<file path="config.mk">
export PLATFORM = sky130hd
export DESIGN_NAME = flash_cmd_seq
export DESIGN_NICKNAME = d
export VERILOG_FILES = /design/src/rtl/fcs_pkg.sv /design/src/rtl/fcs_decode.sv /design/src/rtl/fcs_lockbank.sv /design/src/rtl/flash_cmd_seq.sv
export SDC_FILE = /design/constraint.sdc
export NUM_CORES = 1
export LEC_CHECK = 0
export ABC_CLOCK_PERIOD_IN_PS = 2650
export BUFFER_PORTS_ARGS = -buffer_cell sky130_fd_sc_hd__buf_2
export CAP_MARGIN = 15
export CORE_MARGIN = 8
export CORE_UTILIZATION = 40
export CTS_CLUSTER_DIAMETER = 100
export CTS_CLUSTER_SIZE = 40
export DETAILED_ROUTE_END_ITERATION = 6
export GPL_TIMING_DRIVEN = 0
export PLACE_DENSITY = 0.63
export SLEW_MARGIN = 20
export SYNTH_ARGS = -nofsm -noshare
export SYNTH_HDL_FRONTEND = slang
export SYNTH_SLANG_ARGS = --single-unit
</file>
<file path="constraint.sdc">
create_clock -name clk -period 2.65 [get_ports clk]
set_clock_uncertainty 0.05 [all_clocks]
set_input_delay 0.53 -clock clk [delete_from_list [all_inputs] [get_ports clk]]
set_output_delay 0.53 -clock clk [all_outputs]
set_load 0.02 [all_outputs]
</file>
<file path="src/rtl/fcs_pkg.sv">
package fcs_pkg;
  typedef enum logic [1:0] {
    ERR_NONE  = 2'b00,
    ERR_PROG  = 2'b01,
    ERR_ERASE = 2'b10,
    ERR_SEQ   = 2'b11
  } err_t;

  typedef enum logic [1:0] {
    BE_PROG  = 2'b00,
    BE_ERASE = 2'b01,
    BE_LOCK  = 2'b10
  } beop_t;

  typedef enum logic [2:0] {
    CMD_NONE, CMD_PROG, CMD_BERASE, CMD_ALL, CMD_LOCK, CMD_CLR, CMD_RDARR
  } cmd_t;

  typedef enum logic [1:0] {
    ST_IDLE, ST_CYC2, ST_RUN, ST_SCAN
  } st_t;

  localparam logic [7:0] C_PROG    = 8'h40;
  localparam logic [7:0] C_BERASE  = 8'h20;
  localparam logic [7:0] C_ALL     = 8'hA7;
  localparam logic [7:0] C_LOCK    = 8'h77;
  localparam logic [7:0] C_CLR     = 8'h50;
  localparam logic [7:0] C_RDARR   = 8'hFF;
  localparam logic [7:0] C_CONFIRM = 8'hD0;
endpackage

</file>
<file path="src/rtl/fcs_decode.sv">
module fcs_decode
  import fcs_pkg::*;
(
  input  logic [7:0] code_byte,
  output cmd_t       cmd,
  output logic       confirm,
  output logic       abort
);
  always_comb begin
    unique case (code_byte)
      C_PROG:   cmd = CMD_PROG;
      C_BERASE: cmd = CMD_BERASE;
      C_ALL:    cmd = CMD_ALL;
      C_LOCK:   cmd = CMD_LOCK;
      C_CLR:    cmd = CMD_CLR;
      C_RDARR:  cmd = CMD_RDARR;
      default:  cmd = CMD_NONE;
    endcase
  end

  assign confirm = (code_byte == C_CONFIRM);
  assign abort   = (code_byte == C_RDARR);
endmodule

</file>
<file path="src/rtl/fcs_lockbank.sv">
module fcs_lockbank #(
  parameter int BLK_BITS = 2,
  localparam int NBLK    = 1 << BLK_BITS
) (
  input  logic                clk,
  input  logic                rst_n,
  input  logic                set_en,
  input  logic                clr_en,
  input  logic [BLK_BITS-1:0] upd_blk,
  input  logic [BLK_BITS-1:0] q_blk,
  input  logic                override,
  output logic                q_eff_locked,
  output logic [NBLK-1:0]     lock_vec
);
  logic [NBLK-1:0] lock_q, lock_n;

  always_comb begin
    lock_n = lock_q;
    if (set_en) lock_n[upd_blk] = 1'b1;
    else if (clr_en) lock_n[upd_blk] = 1'b0;
  end

  always_ff @(posedge clk or negedge rst_n) begin
    if (!rst_n) lock_q <= '0;
    else if (set_en || clr_en) lock_q <= lock_n;
  end

  assign q_eff_locked = lock_q[q_blk] && !override;
  assign lock_vec     = lock_q;

  // a passing lock program leaves the target block locked
  a_r11_lock_set: assert property (@(posedge clk) disable iff (!rst_n)
    set_en |=> lock_vec[$past(upd_blk)]);
endmodule

</file>
<file path="src/rtl/flash_cmd_seq.sv">
module flash_cmd_seq
  import fcs_pkg::*;
#(
  parameter int ADDR_W   = 8,
  parameter int DATA_W   = 16,
  parameter int BLK_BITS = 2,
  localparam int NBLK    = 1 << BLK_BITS,
  localparam int OFF_W   = ADDR_W - BLK_BITS
) (
  input  logic                clk,
  input  logic                rst_n,
  input  logic                wr_en,
  input  logic [ADDR_W-1:0]   wr_addr,
  input  logic [DATA_W-1:0]   wr_data,
  input  logic                lock_override,
  output logic                ready,
  output logic [1:0]          err_code,
  output logic                rd_array,
  output logic [NBLK-1:0]     lock_state,
  output logic                be_req,
  output logic [1:0]          be_op,
  output logic [BLK_BITS-1:0] be_blk,
  output logic [ADDR_W-1:0]   be_addr,
  output logic [DATA_W-1:0]   be_data,
  input  logic                be_done,
  input  logic                be_pass
);
  st_t                 st_q, st_n;
  cmd_t                cmd_q, cmd_n;
  beop_t               op_q, op_n;
  err_t                err_q, err_n;
  logic [BLK_BITS-1:0] blk_q, blk_n;
  logic [ADDR_W-1:0]   addr_q, addr_n;
  logic [DATA_W-1:0]   data_q, data_n;
  logic [BLK_BITS:0]   idx_q, idx_n;
  logic                all_q, all_n, rdarr_q, rdarr_n;

  cmd_t                dec_cmd;
  logic                dec_confirm, dec_abort;
  logic [BLK_BITS-1:0] wr_blk, q_blk;
  logic                eff_locked, lk_set, lk_clr, run_ok;

  fcs_decode u_dec (
    .code_byte (wr_data[7:0]),
    .cmd       (dec_cmd),
    .confirm   (dec_confirm),
    .abort     (dec_abort)
  );

  assign wr_blk = wr_addr[ADDR_W-1 -: BLK_BITS];
  assign q_blk  = (st_q == ST_SCAN) ? idx_q[BLK_BITS-1:0] : wr_blk;
  assign run_ok = (st_q == ST_RUN) && be_done && be_pass;
  assign lk_set = run_ok && (op_q == BE_LOCK);
  assign lk_clr = run_ok && (op_q == BE_ERASE);

  fcs_lockbank #(.BLK_BITS(BLK_BITS)) u_lock (
    .clk          (clk),
    .rst_n        (rst_n),
    .set_en       (lk_set),
    .clr_en       (lk_clr),
    .upd_blk      (blk_q),
    .q_blk        (q_blk),
    .override     (lock_override),
    .q_eff_locked (eff_locked),
    .lock_vec     (lock_state)
  );

  always_comb begin
    st_n = st_q;  cmd_n = cmd_q;  op_n = op_q;  err_n = err_q;
    blk_n = blk_q;  addr_n = addr_q;  data_n = data_q;
    idx_n = idx_q;  all_n = all_q;  rdarr_n = rdarr_q;
    unique case (st_q)
      ST_IDLE: if (wr_en) begin
        unique case (dec_cmd)
          CMD_PROG, CMD_BERASE, CMD_ALL, CMD_LOCK:
            if (err_q != ERR_NONE) err_n = ERR_SEQ;
            else begin
              st_n = ST_CYC2;  cmd_n = dec_cmd;  rdarr_n = 1'b0;
            end
          CMD_CLR:   err_n = ERR_NONE;
          CMD_RDARR: rdarr_n = 1'b1;
          default: ;
        endcase
      end
      ST_CYC2: if (wr_en) begin
        st_n   = ST_IDLE;
        blk_n  = wr_blk;
        addr_n = wr_addr;
        data_n = wr_data;
        if (cmd_q == CMD_PROG) begin
          if (eff_locked) err_n = ERR_PROG;
          else begin op_n = BE_PROG; st_n = ST_RUN; end
        end else if (dec_abort) begin
          rdarr_n = 1'b1;
        end else if (!dec_confirm) begin
          err_n = ERR_SEQ;
        end else begin
          unique case (cmd_q)
            CMD_BERASE:
              if (eff_locked) err_n = ERR_ERASE;
              else begin op_n = BE_ERASE; st_n = ST_RUN; end
            CMD_LOCK: begin op_n = BE_LOCK; st_n = ST_RUN; end
            CMD_ALL:  begin all_n = 1'b1; idx_n = '0; st_n = ST_SCAN; end
            default: ;
          endcase
        end
      end
      ST_RUN: if (be_done) begin
        if (!be_pass) begin
          err_n = (op_q == BE_ERASE) ? ERR_ERASE : ERR_PROG;
          st_n  = ST_IDLE;
          all_n = 1'b0;
        end else if (all_q) begin
          idx_n = idx_q + 1'b1;
          st_n  = ST_SCAN;
        end else begin
          st_n = ST_IDLE;
        end
      end
      ST_SCAN: begin
        if (idx_q == (BLK_BITS+1)'(NBLK)) begin
          st_n = ST_IDLE;  all_n = 1'b0;
        end else if (eff_locked) begin
          idx_n = idx_q + 1'b1;
        end else begin
          op_n   = BE_ERASE;
          blk_n  = idx_q[BLK_BITS-1:0];
          addr_n = {idx_q[BLK_BITS-1:0], {OFF_W{1'b0}}};
          st_n   = ST_RUN;
        end
      end
      default: st_n = ST_IDLE;
    endcase
  end

  always_ff @(posedge clk or negedge rst_n) begin
    if (!rst_n) begin
      st_q <= ST_IDLE;  cmd_q <= CMD_NONE;  op_q <= BE_PROG;  err_q <= ERR_NONE;
      blk_q <= '0;  addr_q <= '0;  data_q <= '0;  idx_q <= '0;
      all_q <= 1'b0;  rdarr_q <= 1'b1;
    end else begin
      st_q <= st_n;  cmd_q <= cmd_n;  op_q <= op_n;  err_q <= err_n;
      blk_q <= blk_n;  addr_q <= addr_n;  data_q <= data_n;  idx_q <= idx_n;
      all_q <= all_n;  rdarr_q <= rdarr_n;
    end
  end

  assign ready    = (st_q == ST_IDLE) || (st_q == ST_CYC2);
  assign err_code = err_q;
  assign rd_array = rdarr_q;
  assign be_req   = (st_q == ST_RUN);
  assign be_op    = op_q;
  assign be_blk   = blk_q;
  assign be_addr  = addr_q;
  assign be_data  = data_q;

  // software never sees ready while the back end is working
  a_r9_busy_not_ready: assert property (@(posedge clk) disable iff (!rst_n)
    be_req |-> !ready);

  // request and target held until done
  a_r9_req_hold: assert property (@(posedge clk) disable iff (!rst_n)
    (be_req && !be_done) |=> (be_req && $stable(be_blk) && $stable(be_op)));

  // a pending error survives anything but a clear status write
  a_r8_err_sticky: assert property (@(posedge clk) disable iff (!rst_n)
    (err_code != 2'b00 && !(ready && wr_en && dec_cmd == CMD_CLR)) |=> (err_code != 2'b00));

  // no program or erase is launched on an effectively locked block
  a_r5_no_locked_launch: assert property (@(posedge clk) disable iff (!rst_n)
    ($rose(be_req) && be_op != BE_LOCK) |-> (lock_override || !lock_state[be_blk]));

  // a passing erase leaves its block unlocked
  a_r11_erase_clears: assert property (@(posedge clk) disable iff (!rst_n)
    (be_req && be_done && be_pass && be_op == 2'b01) |=> !lock_state[$past(be_blk)]);
endmodule

</file>
==> results by group, run 1 <==
Run status
  • Status: finished clean

Cells and area
  • Final nets: 364
  • Area grow syn2layout: 22.3%
  • Fillcell total: 582
  • Layout Cells excl Fill: 404
  • N_diodes: 0
  • Layout cells sized above 1: 35.3%

Timing
  • Setup violators final: 0
  • Worst-margin pin slew: 503 ps
  • Max Clock Freq: 0.401 GHz
  • Crit share post-route: 94.0%
  • WHS: 44.7 ps
  • RSZ-0062 raised after global routing: false
  • Final TNS setup: 0 ps
  • Slew HR: 66.5%
  • Hold Fails Final Rpt: 0
  • Max Slew Vio Count: 0
  • Crit path time final: 2490 ps

Synthesis
  • Simple-Gate Fraction of Synth Area: 17.3%
  • Synth Net Count: 294
  • Complex-gate fraction of the synthesized area: 20.3%
  • Asr flop ratio synth: 100%
  • Post-synth top area share: 41.5%
  • Top area cells in the synthesized netlist: dfrtp_1 (41%), mux2_2 (9.1%), o21ai_0 (4.0%)
  • Mean post-synth cell area: 9.58 um^2
  • Area share of xor/xnor cells in the synthesized design: 0.709%
  • Synth Register Bits: 42
  • Mux contribution to synthesized area: 11.1%
  • Area leader, netlist: dfrtp_1
  • Most frequent cell after synthesis: dfrtp_1
  • Synth Warn #: 0
  • Synthesized area: 2470 um^2
  • Distinct cells, synth: 56
  • Top FF cell, synth: dfrtp_1
  • Largest family of logic cells by synthesized area: compound AO/OA/AOI/OAI gates
  • Synthesized instance count: 258
  • Commonest cells in the netlist: dfrtp_1 (41), mux2_2 (20), nand2_1 (20), o21ai_0 (20), clkbuf_1 (15)
  • Post-synthesis adder-cell area fraction: 3.04%
  • Post-synth EDFFs: 0
  • Seq/Total Area, Yosys: 42.6%

Worst setup path
  • R2R Setup Slk: 160 ps
  • Crit-path cells: ha_4 -> mux2_2 -> or2_2 -> o32ai_1 -> buf_4 -> o32ai_1 -> nor2_1 -> mux2_2
  • Worst path max stage delay: 430 ps
  • R2r worst-path depth: 8
  • CP required: 2800 ps
  • Critical path class: flip-flop to flip-flop
  • Slowest cell on the critical path: dfrtp_1
  • Worst setup path end: err_code[1]
  • Worst setup EP type: flip-flop
  • CP Launch Point: st_q[1]
  • CP startpoint kind: flip-flop
  • Worst flop-to-flop path endpoint: err_code[1]
  • CP Max Fanout: 10
  • Critical Path AT: 2640 ps
  • FF-to-FF Start: st_q[1]

Clocking
  • Clock Sinks: 42
  • Clk Latency, worst-skew pair: 300 ps
  • CTS hold repair buffers: 0
  • Clock slew at reported path FFs: 90 ps
  • H-tree levels: 2
  • CTS tree: yes
  • CTS Buf Count: 5
  • CTS Buffer Depth: 2
  • Setup Buffers After CTS: 0
  • CTS root buf: clkbuf_8

Global routing
  • Vias in the first global route: 2213
  • First-pass GRT wire length: 10900 um
  • Tot GR Track Use: 15.1%
  • Total gr overflow: 0
  • Initial antenna violation count: 0
  • Largest net degree at the start of global routing: 43

Route
  • Drt pass-1 iters: 4
  • # DRC: 0
  • Final WL: 6550 um
  • Drt wl/cell: 16.2 um
  • Vias per cell: 5.50
  • Final ANT Viol Nets: 0
  • Vias: 2224
  • Initial DRC Count: 133

Run
  • Number of max-cap violations: 0

Floorplan
  • Ports: 67
  • Die area: 8950 um^2
  • DIE WIDTH: 94.6 um
  • Rows: 28
  • Initial Util: 41.5%
  • Core area: 5960 um^2
  • Die height: 94.6 um

Pwr
  • P per Cell Area: 925 nW/um^2
  • Maximum vdd drop: 0.474 mV
  • Design Power: 2800 uW
  • LEAKAGE: 0.00135 uW

Placement
  • PortBufs: 63
  • Placed Cells: 396
  • Placer Congestion: 0.834
  • Post-detail-place hpwl: 4980 um

Min path
  • Hold WC Path Type: primary input to asynchronous set/reset pin
-- worst min path at each step --
stage	depth (start not counted)	endpoint	slack, ps
floorplan	0	asynchronous set/reset pin	180
global placement	1	be_addr[1]	430
detailed placement	1	be_addr[4]	430
CTS	1	st_q[1]	360
global route	1	st_q[0]	60
finish	1	st_q[0]	40
-- final cells by class --
class                   count  area, um^2  share of cell area (%)
inverters                  11        41.3                    1.37
well taps                  75        93.8                    3.10
plain buffers              18        82.6                    2.73
repair buffers             64         335                    11.1
flip-flops and latches     42        1050                    34.8
clock buffers               5        68.8                    2.28
clock inverters             3        25.0                   0.828
multi-input cells         186        1320                    43.8
-- cell families after synthesis --
group / Yosys count
fa+ha+maj: 6
mux: 25
xor+xnor: 2
flops: 42
compound gates: 75
simple gates: 78
buf+inv: 30
-- worst max-delay path, delay by kind of cell (launching register included) --
kind            cells  cell delay, ps
flops               1             430
compound gates      2             280
simple gates        2             440
mux                 2             720
fa+ha+maj           1             220
buf+inv             1             240
-- stage by stage --
step	instance area, um^2	setup slack [ps]	utilization, %
after detailed placement	2880	-317	48.4
after CTS	2980	17.6	50.0
final	3020	159	50.8
after global placement	2880	-279	48.4
after global routing	3020	32.4	50.8
after floorplan	2470	100	-
-- power by group --
group | total (uW) | internal, uW | leakage [uW] | switching (uW)
Combinational | 1360 | 551 | 0.000780 | 807
Sequential | 997 | 859 | 0.000526 | 138
Clock | 442 | 190 | 0.0000447 | 251
-- sequential cells by signal, summed over array words and instances (netlist names), named ones only --
register	cells
all_q	1
be_addr	6
be_blk	2
be_data	16
be_op	2
cmd_q	3
err_code	2
idx_q	3
rd_array	1
st_q	2
-- cell usage in the layout (no fill, tap or decap), types with 3 or more instances in the layout --
cell type  synthesis  routed
a21oi_1           13      13
clkbuf_1          15      12
inv_1             11      11
nor3_1             6       6
nor2b_1            3       3
nor2_1            14      12
nand2_1           20      20
o21ai_0           20      20
mux2_2            20      20
mux2i_1            5       4
a22o_1             6       6
nand2b_1           3       3
clkbuf_8           0       5
dfrtp_1           41      41
a31oi_1            6       6
ha_1               6       5
nand3_1            6       6
buf_2              2      65
buf_4              2       3
or2_2              4       4
nor4b_1            3       3
o211ai_1           4       4
-- per-layer routing --
layer	GRT usage, %	share of wire (%)	vias to the layer above
met5	0	0	-
met4	4.03	0.82	0
met3	5.63	7.0	4
met2	23.2	47	47
met1	19.5	45	1078
li1	-	-	1095
-- timing repair --
item                       4_1_cts  5_1_grt
hold endpoints to repair         0        0
resized for setup                3        9
setup endpoints to repair       15       13
Power figures use the tool's default switching activity.
==> run 2, diff against run 1 <==
--- a/config.mk
+++ b/config.mk
@@ -9,13 +9,15 @@
 export BUFFER_PORTS_ARGS = -buffer_cell sky130_fd_sc_hd__buf_2
 export CAP_MARGIN = 15
 export CORE_MARGIN = 8
-export CORE_UTILIZATION = 40
+export CORE_UTILIZATION = 47
 export CTS_CLUSTER_DIAMETER = 100
 export CTS_CLUSTER_SIZE = 40
 export DETAILED_ROUTE_END_ITERATION = 6
 export GPL_TIMING_DRIVEN = 0
-export PLACE_DENSITY = 0.63
+export PLACE_DENSITY = 0.73
+export SKIP_LAST_GASP = 1
 export SLEW_MARGIN = 20
 export SYNTH_ARGS = -nofsm -noshare
 export SYNTH_HDL_FRONTEND = slang
+export SYNTH_HIERARCHICAL = 1
 export SYNTH_SLANG_ARGS = --single-unit
==> results by group, run 2 <==
Clocking
  • CTS hold repair buffers: 0 (unchanged)
  • Clock Sinks: 42 (unchanged)
  • Clk Latency, worst-skew pair: 290 ps (was 300 ps)
  • CTS Buf Count: 5 (unchanged)
  • CTS Buffer Depth: 2 (unchanged)
  • CTS root buf: clkbuf_8 (unchanged)
  • CTS tree: yes (unchanged)
  • Clock slew at reported path FFs: 80 ps (was 90 ps)
  • H-tree levels: 2 (unchanged)

Route
  • # DRC: 0 (unchanged)
  • Vias per cell: 5.51 (was 5.50)
  • Drt pass-1 iters: 4 (unchanged)
  • Final ANT Viol Nets: 0 (unchanged)
  • Drt wl/cell: 15.9 um (was 16.2 um)
  • Final WL: 5980 um (was 6550 um)
  • Vias: 2078 (was 2224)
  • Initial DRC Count: 129 (was 133)

Global routing
  • Total gr overflow: 0 (unchanged)
  • Tot GR Track Use: 16.4% (was 15.1%)
  • Largest net degree at the start of global routing: 43 (unchanged)
  • First-pass GRT wire length: 9940 um (was 10900 um)
  • Initial antenna violation count: 0 (unchanged)
  • Vias in the first global route: 2132 (was 2213)

Placement
  • Post-detail-place hpwl: 4450 um (was 4980 um)
  • PortBufs: 66 (was 63)
  • Placer Congestion: 0.873 (was 0.834)
  • Placed Area: 2850 um^2 (was 2880 um^2)
  • DP Worst Slack: -350 ps (was -317 ps)

Worst setup path
  • CP required: 2790 ps (was 2800 ps)
  • Slowest cell on the critical path: dfrtp_1 (unchanged)
  • FF-to-FF Start: st_q[1] (unchanged)
  • CP Launch Point: st_q[1] (unchanged)
  • Worst path max stage delay: 420 ps (was 430 ps)
  • R2R Setup Slk: 30 ps (was 160 ps)
  • CP startpoint kind: flip-flop (unchanged)
  • Critical path class: flip-flop to flip-flop (unchanged)
  • Worst path bufs/invs: 0 (was 1)
  • Delay-heaviest family, CP: simple AND/OR/NAND/NOR gates (was multiplexers)
  • Crit-path cells: ha_4 -> mux2_4 -> mux4_2 -> nor2b_4 -> nor3b_2 -> o21ba_2 -> o21ai_2 -> or4_1 -> o21a_1 (was ha_4 -> mux2_2 -> or2_2 -> o32ai_1 -> buf_4 -> o32ai_1 -> nor2_1 -> mux2_2)
  • Critical Path AT: 2760 ps (was 2640 ps)
  • CP Max Fanout: 6 (was 10)
  • Worst flop-to-flop path endpoint: be_op[0] (was err_code[1])
  • R2r worst-path depth: 9 (was 8)
  • Worst setup EP type: flip-flop (unchanged)

Cells and area
  • Final nets: 342 (was 364)
  • Most common cell after layout, fill and taps aside: buf_2 (unchanged)
  • Fillcell total: 458 (was 582)
  • Area grow syn2layout: 27.0% (was 22.3%)
  • FF+latch area: 1050 um^2 (unchanged)
  • Most frequent cells in the layout: buf_2 (67), dfrtp_1 (41), mux2_2 (25) (was buf_2 (65), dfrtp_1 (41), nand2_1 (20), mux2_2 (20), o21ai_0 (20))
  • Post-route cell area: 3050 um^2 (was 3020 um^2)
  • Layout cells sized above 1: 44.3% (was 35.3%)
  • N_diodes: 0 (unchanged)
  • Multi-input gate area: 1280 um^2 (was 1320 um^2)
  • Max reg flops: 16 (unchanged)

Synthesis
  • Asr flop ratio synth: 100% (unchanged)
  • Most frequent cell after synthesis: dfrtp_1 (unchanged)
  • Synth Warn #: 6 (was 0)
  • Synthesized area: 2400 um^2 (was 2470 um^2)
  • Seq/Total Area, Yosys: 43.8% (was 42.6%)
  • Post-synth EDFFs: 0 (unchanged)
  • Synthesized instance count: 224 (was 258)
  • Distinct cells, synth: 58 (was 56)
  • Synth Net Count: 260 (was 294)
  • Top area cells in the synthesized netlist: dfrtp_1 (43%), mux2_2 (12%), ha_1 (3.1%) (was dfrtp_1 (41%), mux2_2 (9.1%), o21ai_0 (4.0%))
  • Synth Register Bits: 42 (unchanged)
  • Commonest cells in the netlist: dfrtp_1 (41), mux2_2 (26), nand2_1 (15) (was dfrtp_1 (41), mux2_2 (20), nand2_1 (20), o21ai_0 (20), clkbuf_1 (15))
  • Area leader, netlist: dfrtp_1 (unchanged)
  • Top FF cell, synth: dfrtp_1 (unchanged)
  • Post-synth top area share: 42.7% (was 41.5%)
  • Mean post-synth cell area: 10.7 um^2 (was 9.58 um^2)

Floorplan
  • Ports: 67 (unchanged)
  • Rows: 26 (was 28)
  • Core area: 5010 um^2 (was 5960 um^2)
  • Die height: 87.5 um (was 94.6 um)
  • DIE WIDTH: 87.5 um (was 94.6 um)
  • Initial Util: 48.0% (was 41.5%)
  • Die area: 7660 um^2 (was 8950 um^2)

Timing
  • Slew HR: 65.4% (was 66.5%)
  • Hold Fails Final Rpt: 0 (unchanged)
  • Crit share post-route: 98.8% (was 94.0%)
  • Setup violators final: 0 (unchanged)
  • Max Clock Freq: 0.382 GHz (was 0.401 GHz)
  • Crit path time final: 2620 ps (was 2490 ps)
  • RSZ-0062 raised after global routing: true (was false)
  • Max Slew Vio Count: 0 (unchanged)
  • Setup WS post-layout: 31.8 ps (was 159 ps)
  • Worst-margin pin slew: 515 ps (was 503 ps)
  • WHS: 152 ps (was 44.7 ps)
  • Final TNS setup: 0 ps (unchanged)

Min path
  • Hold WC Path Type: primary input to asynchronous set/reset pin (unchanged)

Pwr
  • Design Power: 2700 uW (was 2800 uW)
  • P per Cell Area: 884 nW/um^2 (was 925 nW/um^2)
  • LEAKAGE: 0.00144 uW (was 0.00135 uW)
  • Maximum vdd drop: 0.584 mV (was 0.474 mV)

Run
  • Number of max-cap violations: 0 (unchanged)

Run status
  • Status: finished clean (unchanged)
==> run 2: changes by cell type after synthesis, sizes merged, moves of 3 or more <==
cell / before / now
a21oi: 14 / 6
or2: 4 / 0
mux2: 20 / 26
a32o: 1 / 4
o211ai: 4 / 0
nand2: 20 / 15
a31oi: 6 / 3
clkbuf: 15 / 5
or3b: 0 / 4
mux2i: 5 / 1
o21ai: 21 / 13
==> run 2: cells by family after synthesis <==
kind of cell	Yosys count	share of synthesized area, %
fa+ha+maj	6	3.12
flops	42	43.8
simple gates	73	18.5
buf+inv	22	4.84
compound gates	51	15.5
xor+xnor	2	0.729
mux	28	13.5
==> run 2: metrics by stage <==
stage	cells	utilization, %
after floorplan	224	-
after global placement	360	56.9
after detailed placement	360	56.9
after CTS	373	59.6
after global routing	377	60.9
final	377	60.9
==> run 2: report_power, final <==
| part | internal (uW) | switching [uW] |
|---|---|---|
| logic | 531 | 712 |
| clock network | 215 | 222 |
| registers | 867 | 149 |
==> run 2: cell type report <==
class,count,share of cell area [%]
Timing Repair Buffer,77,14.2
Sequential cell,42,34.5
Buffer,8,1.85
Clock buffer,7,2.83
Inverter,12,1.48
Tap cell,70,2.87
Clock inverter,1,0.287
Multi-Input combinational cell,160,42.0
==> run 2: worst max-delay path by stage <==
stage                          end  slack, ps  cells past startpoint
after floorplan           be_op[0]        -70                     10
after global placement    idx_q[2]       -310                      8
after detailed placement  idx_q[2]       -350                      8
after CTS                 be_op[0]         20                      9
after global routing      be_op[0]        -60                      9
final                     be_op[0]         30                      9
==> run 2: worst reg2reg max path, delay by kind of cell (launching register included) <==
kind / cells / cell delay (ps)
AOI/OAI and AO/OA: 3 / 350
adders and majority gates: 1 / 200
DFF: 1 / 420
muxes: 2 / 730
and+or+nand+nor: 3 / 750
==> run 2: routing by layer <==
layer / global-route usage, % / up-vias / part of all wire (%)
li1: - / 1001 / -
met1: 19.6 / 1003 / 44
met2: 27.5 / 67 / 48
met3: 5.28 / 7 / 7.1
met4: 4.38 / 0 / 0.95
met5: 0 / - / 0
==> run 2: timing repair <==
action | 4_1_cts | 5_1_grt
buffers inserted | 6 | 4
resized for setup | 2 | 2
pin swaps | 4 | 2
endpoints found under the setup margin | 5 | 8
==> run 3, diff against run 2 <==
--- a/config.mk
+++ b/config.mk
@@ -15,6 +15,7 @@
 export DETAILED_ROUTE_END_ITERATION = 6
 export GPL_TIMING_DRIVEN = 0
 export PLACE_DENSITY = 0.73
+export REMOVE_ABC_BUFFERS = 1
 export SKIP_LAST_GASP = 1
 export SLEW_MARGIN = 20
 export SYNTH_ARGS = -nofsm -noshare
==> results by group, run 3 (synthesis gave the netlist of run 2 again) <==
Run status
  • Status: finished clean (unchanged)

Worst setup path
  • CP Max Fanout: 3 (was 6)
  • Worst setup EP type: flip-flop (unchanged)
  • Critical path class: flip-flop to flip-flop (unchanged)
  • CP required: 2790 ps (about the same)
  • R2R Setup Slk: 80 ps (was 30 ps)
  • CP startpoint kind: flip-flop (unchanged)
  • Critical Path AT: 2710 ps (was 2760 ps)

Clocking
  • Clk Latency, worst-skew pair: 290 ps (about the same)
  • CTS Buf Count: 5 (unchanged)
  • H-tree levels: 2 (unchanged)
  • CTS hold repair buffers: 0 (unchanged)
  • Clock Sinks: 42 (unchanged)
  • CTS Buffer Depth: 2 (unchanged)
  • CTS root buf: clkbuf_8 (unchanged)
  • CTS tree: yes (unchanged)
  • Clock slew at reported path FFs: 80 ps (about the same)

Global routing
  • Tot GR Track Use: 15.7% (was 16.4%)
  • Total gr overflow: 0 (unchanged)
  • Largest net degree at the start of global routing: 43 (unchanged)
  • First-pass GRT wire length: 9450 um (was 9940 um)
  • Initial antenna violation count: 0 (unchanged)
  • Vias in the first global route: 2001 (was 2132)

Route
  • Final ANT Viol Nets: 0 (unchanged)
  • Vias per cell: 5.52 (was 5.51)
  • # DRC: 0 (unchanged)
  • Final WL: 5720 um (was 5980 um)
  • Initial DRC Count: 100 (was 129)
  • Vias: 2002 (was 2078)
  • Drt pass-1 iters: 4 (unchanged)
  • Drt wl/cell: 15.7 um (was 15.9 um)

Min path
  • Hold WC Path Type: primary input to asynchronous set/reset pin (unchanged)

Cells and area
  • Final nets: 328 (was 342)
  • Most frequent cells in the layout: buf_2 (66), dfrtp_1 (41), mux2_2 (25) (was buf_2 (67), dfrtp_1 (41), mux2_2 (25))
  • Max reg flops: 16 (unchanged)
  • Layout cells sized above 1: 42.7% (was 44.3%)
  • Area grow syn2layout: 22.5% (was 27.0%)
  • N_diodes: 0 (unchanged)
  • Layout Cells excl Fill: 363 (was 377)
  • Utilization after layout: 58.7% (was 60.9%)
  • Most common cell after layout, fill and taps aside: buf_2 (unchanged)

Timing
  • RSZ-0062 raised after global routing: true (unchanged)
  • Setup WS post-layout: 76.8 ps (was 31.8 ps)
  • Worst-margin pin slew: 935 ps (was 515 ps)
  • Max Clock Freq: 0.389 GHz (was 0.382 GHz)
  • Crit path time final: 2570 ps (was 2620 ps)
  • WHS: 320 ps (was 152 ps)
  • Crit share post-route: 97.1% (was 98.8%)
  • Setup violators final: 0 (unchanged)
  • Slew HR: 37.7% (was 65.4%)
  • Max Slew Vio Count: 0 (unchanged)
  • Hold Fails Final Rpt: 0 (unchanged)

Placement
  • Post-detail-place hpwl: 4170 um (was 4450 um)
  • Placer Congestion: 0.820 (was 0.873)
  • Placed Cells: 350 (was 360)
  • PortBufs: 66 (unchanged)
  • DP Worst Slack: -569 ps (was -350 ps)

Floorplan
  • Die area: 7660 um^2 (unchanged)
  • Die height: 87.5 um (unchanged)
  • Ports: 67 (unchanged)
  • Rows: 26 (unchanged)
  • Core area: 5010 um^2 (unchanged)
  • Initial Util: 48.0% (unchanged)
  • DIE WIDTH: 87.5 um (unchanged)

Pwr
  • LEAKAGE: 0.00137 uW (was 0.00144 uW)
  • P per Cell Area: 912 nW/um^2 (was 884 nW/um^2)
  • Maximum vdd drop: 0.549 mV (was 0.584 mV)
  • Design Power: 2680 uW (was 2700 uW)

Run
  • Number of max-cap violations: 0 (unchanged)
-- run 3: power breakdown --
part	leakage, uW	total (uW)	internal, uW	switching [uW]
registers	0.000517	1010	867	143
logic	0.000800	1170	485	690
clock network	0.0000514	500	281	219
total	0.00137	2680	1630	1050
-- run 3: critical path: stages (launching register included) --
cell and delay (ps):
dfrtp_1 410, ha_4 190, mux2_4 310, mux4_2 420, nor2b_4 150, nor3b_2 180, o21ba_2 180, o21ai_2 70
or4_1 400, o21a_1 110
-- run 3: stage by stage --
stage / TNS (ps) / cell area (um^2)
finish: 0 / 2940
global route: -56.3 / 2940
CTS: -15.3 / 2930
detailed placement: -4890 / 2750
global placement: -4690 / 2750
floorplan: -388 / 2330
-- run 3: layout make-up --
type / instances / area (um^2)
Clock inverter: 2 / 37.5
Clock buffer: 6 / 72.6
Tap cell: 70 / 87.6
Sequential cell: 42 / 1050
Inverter: 12 / 45.0
Timing Repair Buffer: 71 / 368
Fill cell: 458 / 2070
Multi-Input combinational cell: 160 / 1280
-- run 3: timing repair --
action	4_1_cts	5_1_grt
resized for setup	7	3
pin swaps	3	4
buffers inserted	5	0
endpoints found under the setup margin	17	8
-- run 3: final timing paths --
check                      cells after the start     endpoint         from
setup / recovery                               9     be_op[0]      st_q[0]
min in group clk                               2   be_addr[5]   wr_addr[5]
max in group asynchronous                      1     idx_q[1]        rst_n
hold reg to reg                                1  be_data[13]  be_data[13]
hold / removal                                 1   be_data[6]        rst_n
setup reg to reg                               9     be_op[0]      st_q[0]
-- run 3: routing by layer --
| metal | share of wire (%) | GRT usage (%) | up-vias | wire length, um |
|---|---|---|---|---|
| met5 | 0 | 0 | - | 0 |
| met4 | 1.8 | 7.03 | 0 | 101 |
| met2 | 49 | 25.5 | 53 | 2770 |
| li1 | - | - | 974 | - |
| met3 | 6.8 | 4.91 | 6 | 388 |
| met1 | 43 | 18.3 | 969 | 2450 |
